`src/rtl/ifr_arb_pkg.sv`:
```
package ifr_arb_pkg;

   typedef enum logic [2:0] {
      ST_IDLE   = 3'd0,
      ST_NB     = 3'd1,
      ST_SEND   = 3'd2,
      ST_RETRY  = 3'd3,
      ST_LISTEN = 3'd4
   } ifr_state_t;

   localparam logic [1:0] KIND_NONE = 2'd0;
   localparam logic [1:0] KIND_ONE  = 2'd1;
   localparam logic [1:0] KIND_TWO  = 2'd2;
   localparam logic [1:0] KIND_THREE = 2'd3;

   typedef struct packed {
      logic valid;
      logic nb_long;
      logic one_byte;
   } ifr_policy_t;

endpackage

```
`src/rtl/ifr_policy.sv`:
```
module ifr_policy
   import ifr_arb_pkg::*;
#(
   parameter int MAXB = 8,
   localparam int CW  = $clog2(MAXB + 1)
)(
   input  logic          enable,
   input  logic [1:0]    kind,
   input  logic [CW-1:0] count,
   output ifr_policy_t   pol
);

   logic count_ok;

   always_comb begin
      count_ok     = (count != '0) && (32'(count) <= MAXB);
      pol.valid    = enable && (kind != KIND_NONE) && count_ok;
      pol.nb_long  = (kind != KIND_THREE);
      pol.one_byte = (kind == KIND_TWO);
   end

endmodule

```
`src/rtl/ifr_byte_sel.sv`:
```
module ifr_byte_sel #(
   parameter int MAXB       = 8,
   parameter bit AND_OR_MUX = 1'b1,
   localparam int IW        = $clog2(MAXB)
)(
   input  logic [8*MAXB-1:0] bytes,
   input  logic [IW-1:0]     idx,
   output logic [7:0]        sel
);

   logic [7:0] lanes [MAXB];

   for (genvar g = 0; g < MAXB; g++) begin : g_lane
      assign lanes[g] = bytes[8*g +: 8];
   end

   if (AND_OR_MUX) begin : g_andor
      always_comb begin
         sel = '0;
         for (int i = 0; i < MAXB; i++) begin
            sel = sel | (lanes[i] & {8{idx == IW'(i)}});
         end
      end
   end else begin : g_index
      always_comb begin
         sel = '0;
         if (32'(idx) < MAXB) sel = lanes[idx];
      end
   end

endmodule

```
`src/rtl/ifr_fsm.sv`:
```
module ifr_fsm
   import ifr_arb_pkg::*;
#(
   parameter int MAXB = 8,
   localparam int IW  = $clog2(MAXB),
   localparam int CW  = $clog2(MAXB + 1)
)(
   input  logic          clk,
   input  logic          rst_n,
   input  logic          eod_pulse,
   input  logic          eof_pulse,
   input  logic          brk_pulse,
   input  logic          byte_edge,
   input  logic          sym_done,
   input  logic          arb_lost,
   input  ifr_policy_t   pol,
   input  logic [CW-1:0] count,
   input  logic [7:0]    sel_byte,
   output logic [IW-1:0] sel_idx,
   output logic          nb_go,
   output logic          nb_long,
   output logic          byte_go,
   output logic [7:0]    byte_out,
   output logic          tx_abort,
   output logic          responded,
   output logic          busy
);

   ifr_state_t    state;
   logic [IW-1:0] idx;
   logic [IW-1:0] last_idx;
   logic          one_byte_q;
   logic          in_flight;
   logic          at_last;

   always_comb begin
      in_flight = (state == ST_NB) || (state == ST_SEND);
      at_last   = one_byte_q || (idx == last_idx);
      sel_idx   = (state == ST_SEND) ? IW'(idx + 1'b1) : '0;
      busy      = (state != ST_IDLE);
   end

   always_ff @(posedge clk or negedge rst_n) begin
      if (!rst_n) begin
         state      <= ST_IDLE;
         idx        <= '0;
         last_idx   <= '0;
         one_byte_q <= 1'b0;
         nb_go      <= 1'b0;
         nb_long    <= 1'b0;
         byte_go    <= 1'b0;
         byte_out   <= '0;
         tx_abort   <= 1'b0;
         responded  <= 1'b0;
      end else begin
         nb_go    <= 1'b0;
         byte_go  <= 1'b0;
         tx_abort <= 1'b0;
         if (brk_pulse) begin
            tx_abort  <= in_flight;
            responded <= 1'b0;
            state     <= ST_IDLE;
         end else begin
            unique case (state)
               ST_IDLE: begin
                  if (eod_pulse) begin
                     responded <= 1'b0;
                     if (pol.valid) begin
                        state      <= ST_NB;
                        nb_go      <= 1'b1;
                        nb_long    <= pol.nb_long;
                        one_byte_q <= pol.one_byte;
                        last_idx   <= IW'(count - 1'b1);
                        idx        <= '0;
                     end
                  end
               end
               ST_NB, ST_SEND: begin
                  if (eof_pulse) begin
                     tx_abort <= 1'b1;
                     state    <= ST_IDLE;
                  end else if (arb_lost) begin
                     tx_abort <= 1'b1;
                     state    <= one_byte_q ? ST_RETRY : ST_LISTEN;
                  end else if (sym_done) begin
                     if (state == ST_NB) begin
                        byte_go  <= 1'b1;
                        byte_out <= sel_byte;
                        idx      <= '0;
                        state    <= ST_SEND;
                     end else if (at_last) begin
                        responded <= 1'b1;
                        state     <= ST_LISTEN;
                     end else begin
                        byte_go  <= 1'b1;
                        byte_out <= sel_byte;
                        idx      <= sel_idx;
                     end
                  end
               end
               ST_RETRY: begin
                  if (eof_pulse) begin
                     state <= ST_IDLE;
                  end else if (byte_edge) begin
                     byte_go  <= 1'b1;
                     byte_out <= sel_byte;
                     idx      <= '0;
                     state    <= ST_SEND;
                  end
               end
               ST_LISTEN: begin
                  if (eof_pulse) state <= ST_IDLE;
               end
               default: state <= ST_IDLE;
            endcase
         end
      end
   end


   nb_go_from_eod_chk: assert property (@(posedge clk) disable iff (!rst_n)
      nb_go |-> $past(eod_pulse) && busy);


   nb_shape_chk: assert property (@(posedge clk) disable iff (!rst_n)
      nb_go |-> (nb_long == ($past(pol.nb_long))));


   abort_excl_chk: assert property (@(posedge clk) disable iff (!rst_n)
      !(byte_go && tx_abort));


   brk_idle_chk: assert property (@(posedge clk) disable iff (!rst_n)
      brk_pulse |=> !busy && !responded);


   eof_idle_chk: assert property (@(posedge clk) disable iff (!rst_n)
      (eof_pulse && !brk_pulse) |=> !busy);


   resp_cause_chk: assert property (@(posedge clk) disable iff (!rst_n)
      $rose(responded) |-> $past(sym_done) && !$past(arb_lost));


   listen_quiet_chk: assert property (@(posedge clk) disable iff (!rst_n)
      (responded && busy) |-> !byte_go);


   loss_wins_chk: assert property (@(posedge clk) disable iff (!rst_n)
      (state == ST_SEND && sym_done && arb_lost && !brk_pulse && !eof_pulse)
      |=> tx_abort && !responded && !byte_go);

endmodule

```
`src/rtl/ifr_arb_ctrl.sv`:
```
module ifr_arb_ctrl
   import ifr_arb_pkg::*;
#(
   parameter int MAXB       = 8,
   parameter bit AND_OR_MUX = 1'b1,
   localparam int IW        = $clog2(MAXB),
   localparam int CW        = $clog2(MAXB + 1)
)(
   input  logic              clk,
   input  logic              rst_n,
   input  logic              eod_pulse,
   input  logic              eof_pulse,
   input  logic              brk_pulse,
   input  logic              byte_edge,
   input  logic              rsp_enable,
   input  logic [1:0]        frame_kind,
   input  logic [CW-1:0]     rsp_count,
   input  logic [8*MAXB-1:0] rsp_bytes,
   input  logic              sym_done,
   input  logic              arb_lost,
   output logic              nb_go,
   output logic              nb_long,
   output logic              byte_go,
   output logic [7:0]        byte_out,
   output logic              tx_abort,
   output logic              responded,
   output logic              busy
);

   if (MAXB < 2) begin : g_bad_maxb
      $error("ifr_arb_ctrl: MAXB must be at least 2");
   end
   if (MAXB > 256) begin : g_big_maxb
      $error("ifr_arb_ctrl: MAXB above 256 is not supported");
   end

   ifr_policy_t   pol;
   logic [IW-1:0] sel_idx;
   logic [7:0]    sel_byte;

   ifr_policy #(.MAXB(MAXB)) u_policy (
      .enable (rsp_enable),
      .kind   (frame_kind),
      .count  (rsp_count),
      .pol    (pol)
   );

   ifr_byte_sel #(.MAXB(MAXB), .AND_OR_MUX(AND_OR_MUX)) u_sel (
      .bytes (rsp_bytes),
      .idx   (sel_idx),
      .sel   (sel_byte)
   );

   ifr_fsm #(.MAXB(MAXB)) u_fsm (
      .clk       (clk),
      .rst_n     (rst_n),
      .eod_pulse (eod_pulse),
      .eof_pulse (eof_pulse),
      .brk_pulse (brk_pulse),
      .byte_edge (byte_edge),
      .sym_done  (sym_done),
      .arb_lost  (arb_lost),
      .pol       (pol),
      .count     (rsp_count),
      .sel_byte  (sel_byte),
      .sel_idx   (sel_idx),
      .nb_go     (nb_go),
      .nb_long   (nb_long),
      .byte_go   (byte_go),
      .byte_out  (byte_out),
      .tx_abort  (tx_abort),
      .responded (responded),
      .busy      (busy)
   );


   passive_chk: assert property (@(posedge clk) disable iff (!rst_n)
      (!busy && !(eod_pulse && pol.valid)) |=> !nb_go && !byte_go && !tx_abort);

endmodule

```
`config.mk`:
```
export PLATFORM = sky130hd
export DESIGN_NAME = ifr_arb_ctrl
export DESIGN_NICKNAME = d
export VERILOG_FILES = /design/src/rtl/ifr_arb_pkg.sv /design/src/rtl/ifr_policy.sv /design/src/rtl/ifr_byte_sel.sv /design/src/rtl/ifr_fsm.sv /design/src/rtl/ifr_arb_ctrl.sv
export SDC_FILE = /design/constraint.sdc
export NUM_CORES = 1
export LEC_CHECK = 0
export ABC_AREA = 1
export BUFFER_PORTS_ARGS = -buffer_cell sky130_fd_sc_hd__buf_2
export CORE_MARGIN = 10
export CORE_UTILIZATION = 43
export CTS_CLUSTER_DIAMETER = 100
export CTS_CLUSTER_SIZE = 10
export DETAILED_ROUTE_END_ITERATION = 16
export PLACE_DENSITY_LB_ADDON = 0.2
export SYNTH_ARGS = -nofsm -noshare
export SYNTH_HDL_FRONTEND = slang
export SYNTH_SLANG_ARGS = --single-unit
```
`constraint.sdc`:
```
create_clock -name clk -period 1.5 [get_ports clk]
set_input_delay 0.225 -clock clk [delete_from_list [all_inputs] [get_ports clk]]
set_output_delay 0.225 -clock clk [all_outputs]
set_load 0.03 [all_outputs]
```
======== Word-level counts from Yosys, hierarchy flattened ========
Index checks and enable logic that the tools add are counted.
operators by class
  add/sub/neg operators ................... 2
  order comparisons ....................... 1
  equal/unequal tests ..................... 33
  multiplexer cells ....................... 57
  bitwise gates (word level) .............. 16
  reduce and logical (&&, ||, !) cells .... 19
operators with widths
  cell                                                                      count
  3-bit two-way mux                                                         22
  8-bit bitwise AND                                                         8
  8-bit two-way mux                                                         7
  8-bit OR                                                                  7
  3-bit inequality test (second input constant)                             8
  1-bit two-way mux                                                         23
  2-bit inequality test (second input constant)                             8
  8-bit one-hot mux with 2 select lines                                     1
  3-bit equality test (second input constant)                               5
  3-bit by 2-bit equality test with 1-bit output (second input constant)    4
  3-bit one-hot mux with 4 select lines                                     1
  10-bit AND reduction                                                      1
  3-bit one-hot mux with 3 select lines                                     1
  3-bit nonzero test                                                        3
  8-bit AND reduction                                                       1
  7-bit AND reduction                                                       1
  3-bit by 1-bit equality test with 1-bit output (second input constant)    2
  3-bit zero test                                                           2
  6-bit by 4-bit inequality test with 1-bit output (second input constant)  1
  6-bit AND reduction                                                       1
  5-bit inequality test (second input constant)                             1
  4-bit <= comparator (second input constant)                               1
  4-bit inequality test (second input constant)                             1
  1-bit one-hot mux with 2 select lines                                     2
  12 further kinds                                                          16
word-level totals
  register bits ........................... 23
  input bits .............................. 79
  output and inout port bits .............. 14
  logic and storage cells ................. 138

======== Longest topological paths before layout ========
  word-level depth ........................ 17
  mapped depth ............................ 11
  mapped depth without buffers ............ 11

======== By module ========
Synthesis repeated with hierarchy kept, for this count alone.
unflattened totals
  cells, all modules ...................... 334
  area, all modules ....................... 2240.9 µm²
modules (own cells, without submodules)
  module        instances  cells each  area an instance (µm²)  sequential area each (µm²)
  ifr_fsm       1          178         1376.3                  575.6
  ifr_byte_sel  1          142         808.3                   0.0
  ifr_policy    1          14          56.3                    0.0

======== Worst setup path before layout ========
OpenSTA, ideal clock, no wires.
  kind .................................... reg-to-reg
  start point ............................. register u_fsm.idx[1]
  end point ............................... register u_fsm.byte_out[7]
  library setup time ...................... 0.065 ns
  arrival ................................. 1.588 ns
  data required time ...................... 1.435 ns
  setup slack ............................. -0.154 ns
  stages on the path, launching flop included .. 11
  buffers on the path ..................... 1
  period minus slack after synthesis ...... 1.654 ns
  cell sequence ........................... dfrtp_1 ha_1 clkinv_1 nor2_2 buf_2 nand4_1 nand2_1 nor2_1 nand2_1 nand2_1 nand2_1
on the way
  longest elaborated chain between the ends .. 17
  elaborated cells on any way between the ends .. 37
  classes of those cells .................. add/sub (1); eq/ne (9); mux (9); bitwise (15); reduce/logical (3)
ends and longest elaborated chain
  what                                                                               RTL line            RTL
  start: declaration                                                                 ifr_fsm.sv:30       logic [IW-1:0] idx;
  start signal: assignment                                                           ifr_fsm.sv:97       idx <= sel_idx;
  3-bit by 1-bit adder with 3-bit output                                             ifr_fsm.sv:39       sel_idx = (state == ST_SEND) ? IW'(idx + 1'b1) : '0;
  3-bit two-way mux                                                                  ifr_fsm.sv:39
  3-bit by 1-bit equality test with 1-bit output or 3-bit zero test (tied branches)  ifr_byte_sel.sv:21  sel = sel | (lanes[i] & {8{idx == IW'(i)}});
  8-bit bitwise AND                                                                  ifr_byte_sel.sv:21
  8-bit OR (7 in a row)                                                              ifr_byte_sel.sv:21
  8-bit two-way mux                                                                  ifr_fsm.sv:91       end else if (at_last) begin
  8-bit two-way mux                                                                  ifr_fsm.sv:86       if (state == ST_NB) begin
  8-bit two-way mux                                                                  ifr_fsm.sv:85       end else if (sym_done) begin
  8-bit two-way mux                                                                  ifr_fsm.sv:82       end else if (arb_lost) begin
  8-bit two-way mux                                                                  ifr_fsm.sv:79       if (eof_pulse) begin
  8-bit one-hot mux with 2 select lines                                              ifr_fsm.sv:64       unique case (state)
  end signal: assignment                                                             ifr_fsm.sv:88       byte_out <= sel_byte;
  end signal: assignment                                                             ifr_fsm.sv:96       byte_out <= sel_byte;
  end signal: assignment                                                             ifr_fsm.sv:106      byte_out <= sel_byte;
  end: declaration                                                                   ifr_fsm.sv:23       output logic [7:0] byte_out,
Parallel ways exist; a longest one is shown, timed or not. The select of a mux whose other input is x is not followed.
A chain may end at the register's enable or synchronous reset.

======== Final worst setup path ========
  start point ............................. register u_fsm.idx[0]
  end point ............................... register u_fsm.byte_out[4]
Same word-level chain as after synthesis.

==> impl_results.md <==
* Port bufs at 92
* Category of the most critical setup path: reg2reg
* Die Area at 0.00777 mm^2
* CTS tree: built
* Peak ir drop on the vdd network at about 0.71 mV
* Slowest cell on the critical path: sky130_fd_sc_hd__dfrtp_1
* Failing checks: setup timing
* Vias after detailed routing at 2775
* Chip Height at 88.1 um
* Post-detailed-route via-to-cell ratio at between 5 and 6
* RSZ-0062 raised after global routing: true
* Number of standard cells in the layout, taps in and fillers out at 500
* Leakage Power at approximately 1.7 nW
* Worst-Margin Slew at 0.544 ns
* Floorplan row count at 24
* HPWL after detailed placement at 5930 um
* Top cells by area in the synthesized netlist: sky130_fd_sc_hd__dfrtp_1, sky130_fd_sc_hd__nand2_1, sky130_fd_sc_hd__nand4_1
* Global-route wire length before repair at 12300 um
* Maximum number of pins on one net before global-route repair at 25
* Class of the tightest hold or removal check: in2reg
* Number of global-route vias before repair at 2559
* Post-Syn Area at 0.00200 mm^2
* Achievable frequency at 0.613 GHz
* Share of the synthesized area in the top cell type at 28.8%
* Number of distinct standard cells referenced by the synthesized netlist at 31
* Share of cell area taken by muxes after synthesis at 0%
* First-pass detailed-route iteration total at 6
* Most prevalent standard cell on the critical path: sky130_fd_sc_hd__nand2_1
* Overflow left after global routing at 0
* Largest delay contributor family on the critical path: simple AND/OR/NAND/NOR gates
* Worst-path cell chain: ha_4 > buf_6 > o21ai_4 > nand3_2 > nand2_2 > nor2_2 > nand2_1 > nand2_1 > nand2_1
* Number of failing setup endpoints in the final timing report at 11
* Total Nets Final at between 500 and 600
* Slowest stage delay, CP at 0.42 ns
* Antenna violation net count after detailed routing at 0
* CTS Root Buffer Type: sky130_fd_sc_hd__clkbuf_8
* Core utilization of the finished layout at approximately three quarters
* Initial antenna violation count at 0
* CTS H-tree depth at 1
* WP data arrival at ~1.8 ns
* PwrDens at 1140 mW/mm^2
* Core Area at 0.00441 mm^2
* Endpoint required time on the critical path at 1.71 ns
* Synthesized-area fraction occupied by xor and xnor cells at 0.878%
* Routed wire length at 8330 um
* Mean routed wirelength per cell at 16.7 um
* Headroom to the max-slew limit at a little under two thirds
* Setup slack after placement at -0.213 ns
* Final routed DRC violation total at 0
* Inserted Clock Buffers at 3
* DIE WIDTH at 88.1 um
* Status: finished with violations
* Largest area contributor in the synthesized netlist: sky130_fd_sc_hd__dfrtp_1
* First DRT Iteration DRCs at 245
* Critical path endpoint category: register
* Fraction of final layout cells with drive strength greater than 1 at between 40% and 50%
* Area fraction in compound gates after synthesis at 5.52%
* Period utilisation layout at 109%
* Global-route total usage across every layer at 19.4%
* Final Wtd Congestion at 0.875
* MaxCap Viol Count at 0
* Combinational family with the most area after synthesis: simple AND/OR/NAND/NOR gates
* Clock buffer depth at 2
* Mean instance size in the synthesized netlist at ~6.4 um^2
* Clock Pin Slew Worst Setup and Hold Paths at ~0.090 ns
* Final WS setup at -0.132 ns
* Post-Synthesis Net Count at slightly below 400
* Highest net fanout along the worst path at 8
* Antenna Diode Count at 0
* Starting density of the core at 45.2%
* Setup Total Neg Slack at -0.944 ns
* Post-Syn Instances at 314
* Sinks on the clock net at 23
* Share of synthesized area occupied by flip-flops and latches at between 20% and 30%
* Final Hold Fails at 0
* Setup clock skew after layout at 0.00851 ns
* Startpoint type of the worst setup path: register
* WP buf/inv at 1
* Number of warning messages in the yosys log at 0
* IO Pins at 93
* Placed cell count at 480
* Number of pins exceeding their max-slew limit in the final report at 0
* Clock period minus final worst setup slack at 1.63 ns
* Area share of fa/ha/maj cells after synthesis at 1.25%
* Area added between synthesis and finish at 62.6%
* Number of synthesized register bits at 23
* Worst skew pair latency at 0.27 ns
* Synth Area in Simple Gates at approximately 56%
==> state kept, by name, indices dropped and copies added (netlist names) <==
name,flops
u_fsm.byte_out,8
u_fsm.idx,3
u_fsm.last_idx,3
u_fsm.state,3
u_fsm.byte_go,1
u_fsm.nb_go,1
u_fsm.nb_long,1
u_fsm.one_byte_q,1
u_fsm.responded,1
u_fsm.tx_abort,1
==> power by group <==
part / internal (mW) / leakage (nW) / switching (mW)
combinational: 0.933 / 1.43 / 1.38
clock: 0.190 / 0.0228 / 0.216
sequential: 0.838 / 0.291 / 0.148
total: 1.96 / 1.75 / 1.74
==> kinds of logic (layout without fill, tap and decap cells) <==
kind of cell | Yosys count | count (layout)
AND/OR/NAND/NOR | 232 | 234
buffers and inverters | 36 | 167
flip-flops | 23 | 23
AO/OA/AOI/OAI | 19 | 20
adder cells (fa/ha/maj) | 2 | 2
XOR/XNOR | 2 | 2
==> routing by layer <==
metal	track usage, %	routed length (um)	vias to the layer above
met5	0	0	-
met4	3.71	131	0
met3	4.92	879	17
met2	28.8	3730	133
met1	27.8	3590	1277
li1	-	-	1348
==> worst paths after layout <==
kind,slack (ns),from,cells past startpoint,to
hold reg to reg,0.48,u_fsm.byte_out[3],2,u_fsm.byte_out[3]
max in group asynchronous,0.65,rst_n,2,u_fsm.state[0]
min in group asynchronous,0.46,rst_n,2,u_fsm.state[2]
setup / recovery,-0.13,u_fsm.idx[0],9,u_fsm.byte_out[4]
hold / removal,0.15,frame_kind[1],2,u_fsm.nb_long
setup reg to reg,-0.13,u_fsm.idx[0],9,u_fsm.byte_out[4]
==> metrics by stage <==
step / power, mW / hold WS [ns] / area (um^2)
2_1_floorplan: 2.10 / -0.0706 / 2040
3_3_place_gp: 2.86 / 0.240 / 2780
3_5_place_dp: 2.89 / 0.241 / 2780
4_1_cts: 3.44 / 0.155 / 3020
5_1_grt: 3.92 / 0.170 / 3250
6_report: 3.70 / 0.151 / 3250
==> what timing repair did <==
item,4_1_cts,5_1_grt
cloned,3,3
endpoints found under the hold margin,23,0
resized for setup,24,49
setup endpoints to repair,20,21
hold buffers,1,0
setup buffers,7,5
pin swaps,15,21
==> Yosys cell counts <==
master                       n
sky130_fd_sc_hd__o21ai_1     2
sky130_fd_sc_hd__inv_4       1
sky130_fd_sc_hd__o21a_1      1
sky130_fd_sc_hd__nand4_1    49
sky130_fd_sc_hd__nand3_4     2
sky130_fd_sc_hd__nand2_1   107
sky130_fd_sc_hd__buf_2       5
sky130_fd_sc_hd__nand3_1    28
sky130_fd_sc_hd__nor2_1     33
sky130_fd_sc_hd__a21oi_1     4
sky130_fd_sc_hd__nand3_2     1
sky130_fd_sc_hd__nor2_4      2
sky130_fd_sc_hd__nand2_4     1
sky130_fd_sc_hd__dfrtp_1    23
sky130_fd_sc_hd__and2_4      1
sky130_fd_sc_hd__clkinv_1    1
sky130_fd_sc_hd__o21ai_0     8
sky130_fd_sc_hd__o21ai_2     1
sky130_fd_sc_hd__a21oi_2     2
sky130_fd_sc_hd__nand2_2     2
sky130_fd_sc_hd__nor3_1      2
sky130_fd_sc_hd__inv_2       3
sky130_fd_sc_hd__nand3b_1    1
sky130_fd_sc_hd__ha_1        2
sky130_fd_sc_hd__inv_1      17
sky130_fd_sc_hd__nor2_2      3
sky130_fd_sc_hd__a31oi_1     1
sky130_fd_sc_hd__xor2_1      1
sky130_fd_sc_hd__clkbuf_1    7
sky130_fd_sc_hd__xnor2_1     1
sky130_fd_sc_hd__buf_6       2
==> placed cells by master, fill, tap and decap left out, types with 2 or more instances in the layout <==
cell / count
sky130_fd_sc_hd__dfrtp_2: 3
sky130_fd_sc_hd__o21ai_1: 3
sky130_fd_sc_hd__clkbuf_8: 3
sky130_fd_sc_hd__nor2_4: 8
sky130_fd_sc_hd__inv_1: 17
sky130_fd_sc_hd__buf_2: 91
sky130_fd_sc_hd__nand2_1: 94
sky130_fd_sc_hd__nand4_1: 49
sky130_fd_sc_hd__inv_4: 3
sky130_fd_sc_hd__o21ai_4: 2
sky130_fd_sc_hd__dfrtp_1: 20
sky130_fd_sc_hd__nand3_2: 4
sky130_fd_sc_hd__nand3_1: 25
sky130_fd_sc_hd__buf_12: 6
sky130_fd_sc_hd__nand3_4: 3
sky130_fd_sc_hd__nand2_2: 11
sky130_fd_sc_hd__a21oi_1: 4
sky130_fd_sc_hd__nand2_4: 5
sky130_fd_sc_hd__buf_6: 14
sky130_fd_sc_hd__nor2_1: 25
sky130_fd_sc_hd__o21ai_0: 4
sky130_fd_sc_hd__nor2_2: 5
sky130_fd_sc_hd__buf_4: 27
sky130_fd_sc_hd__o21ai_2: 3
sky130_fd_sc_hd__nor3_2: 2
==> area by class of cell <==
type                    instances  area [um^2]
clock buffers                   4         45.0
well taps                      52         65.1
multi-input cells             258         1480
repair inverters                1         6.26
fillers                       357         1170
repair buffers                140          971
flip-flops and latches         23          579
inverters                      22         97.6
Note: power is estimated with default switching activity, not from simulation.
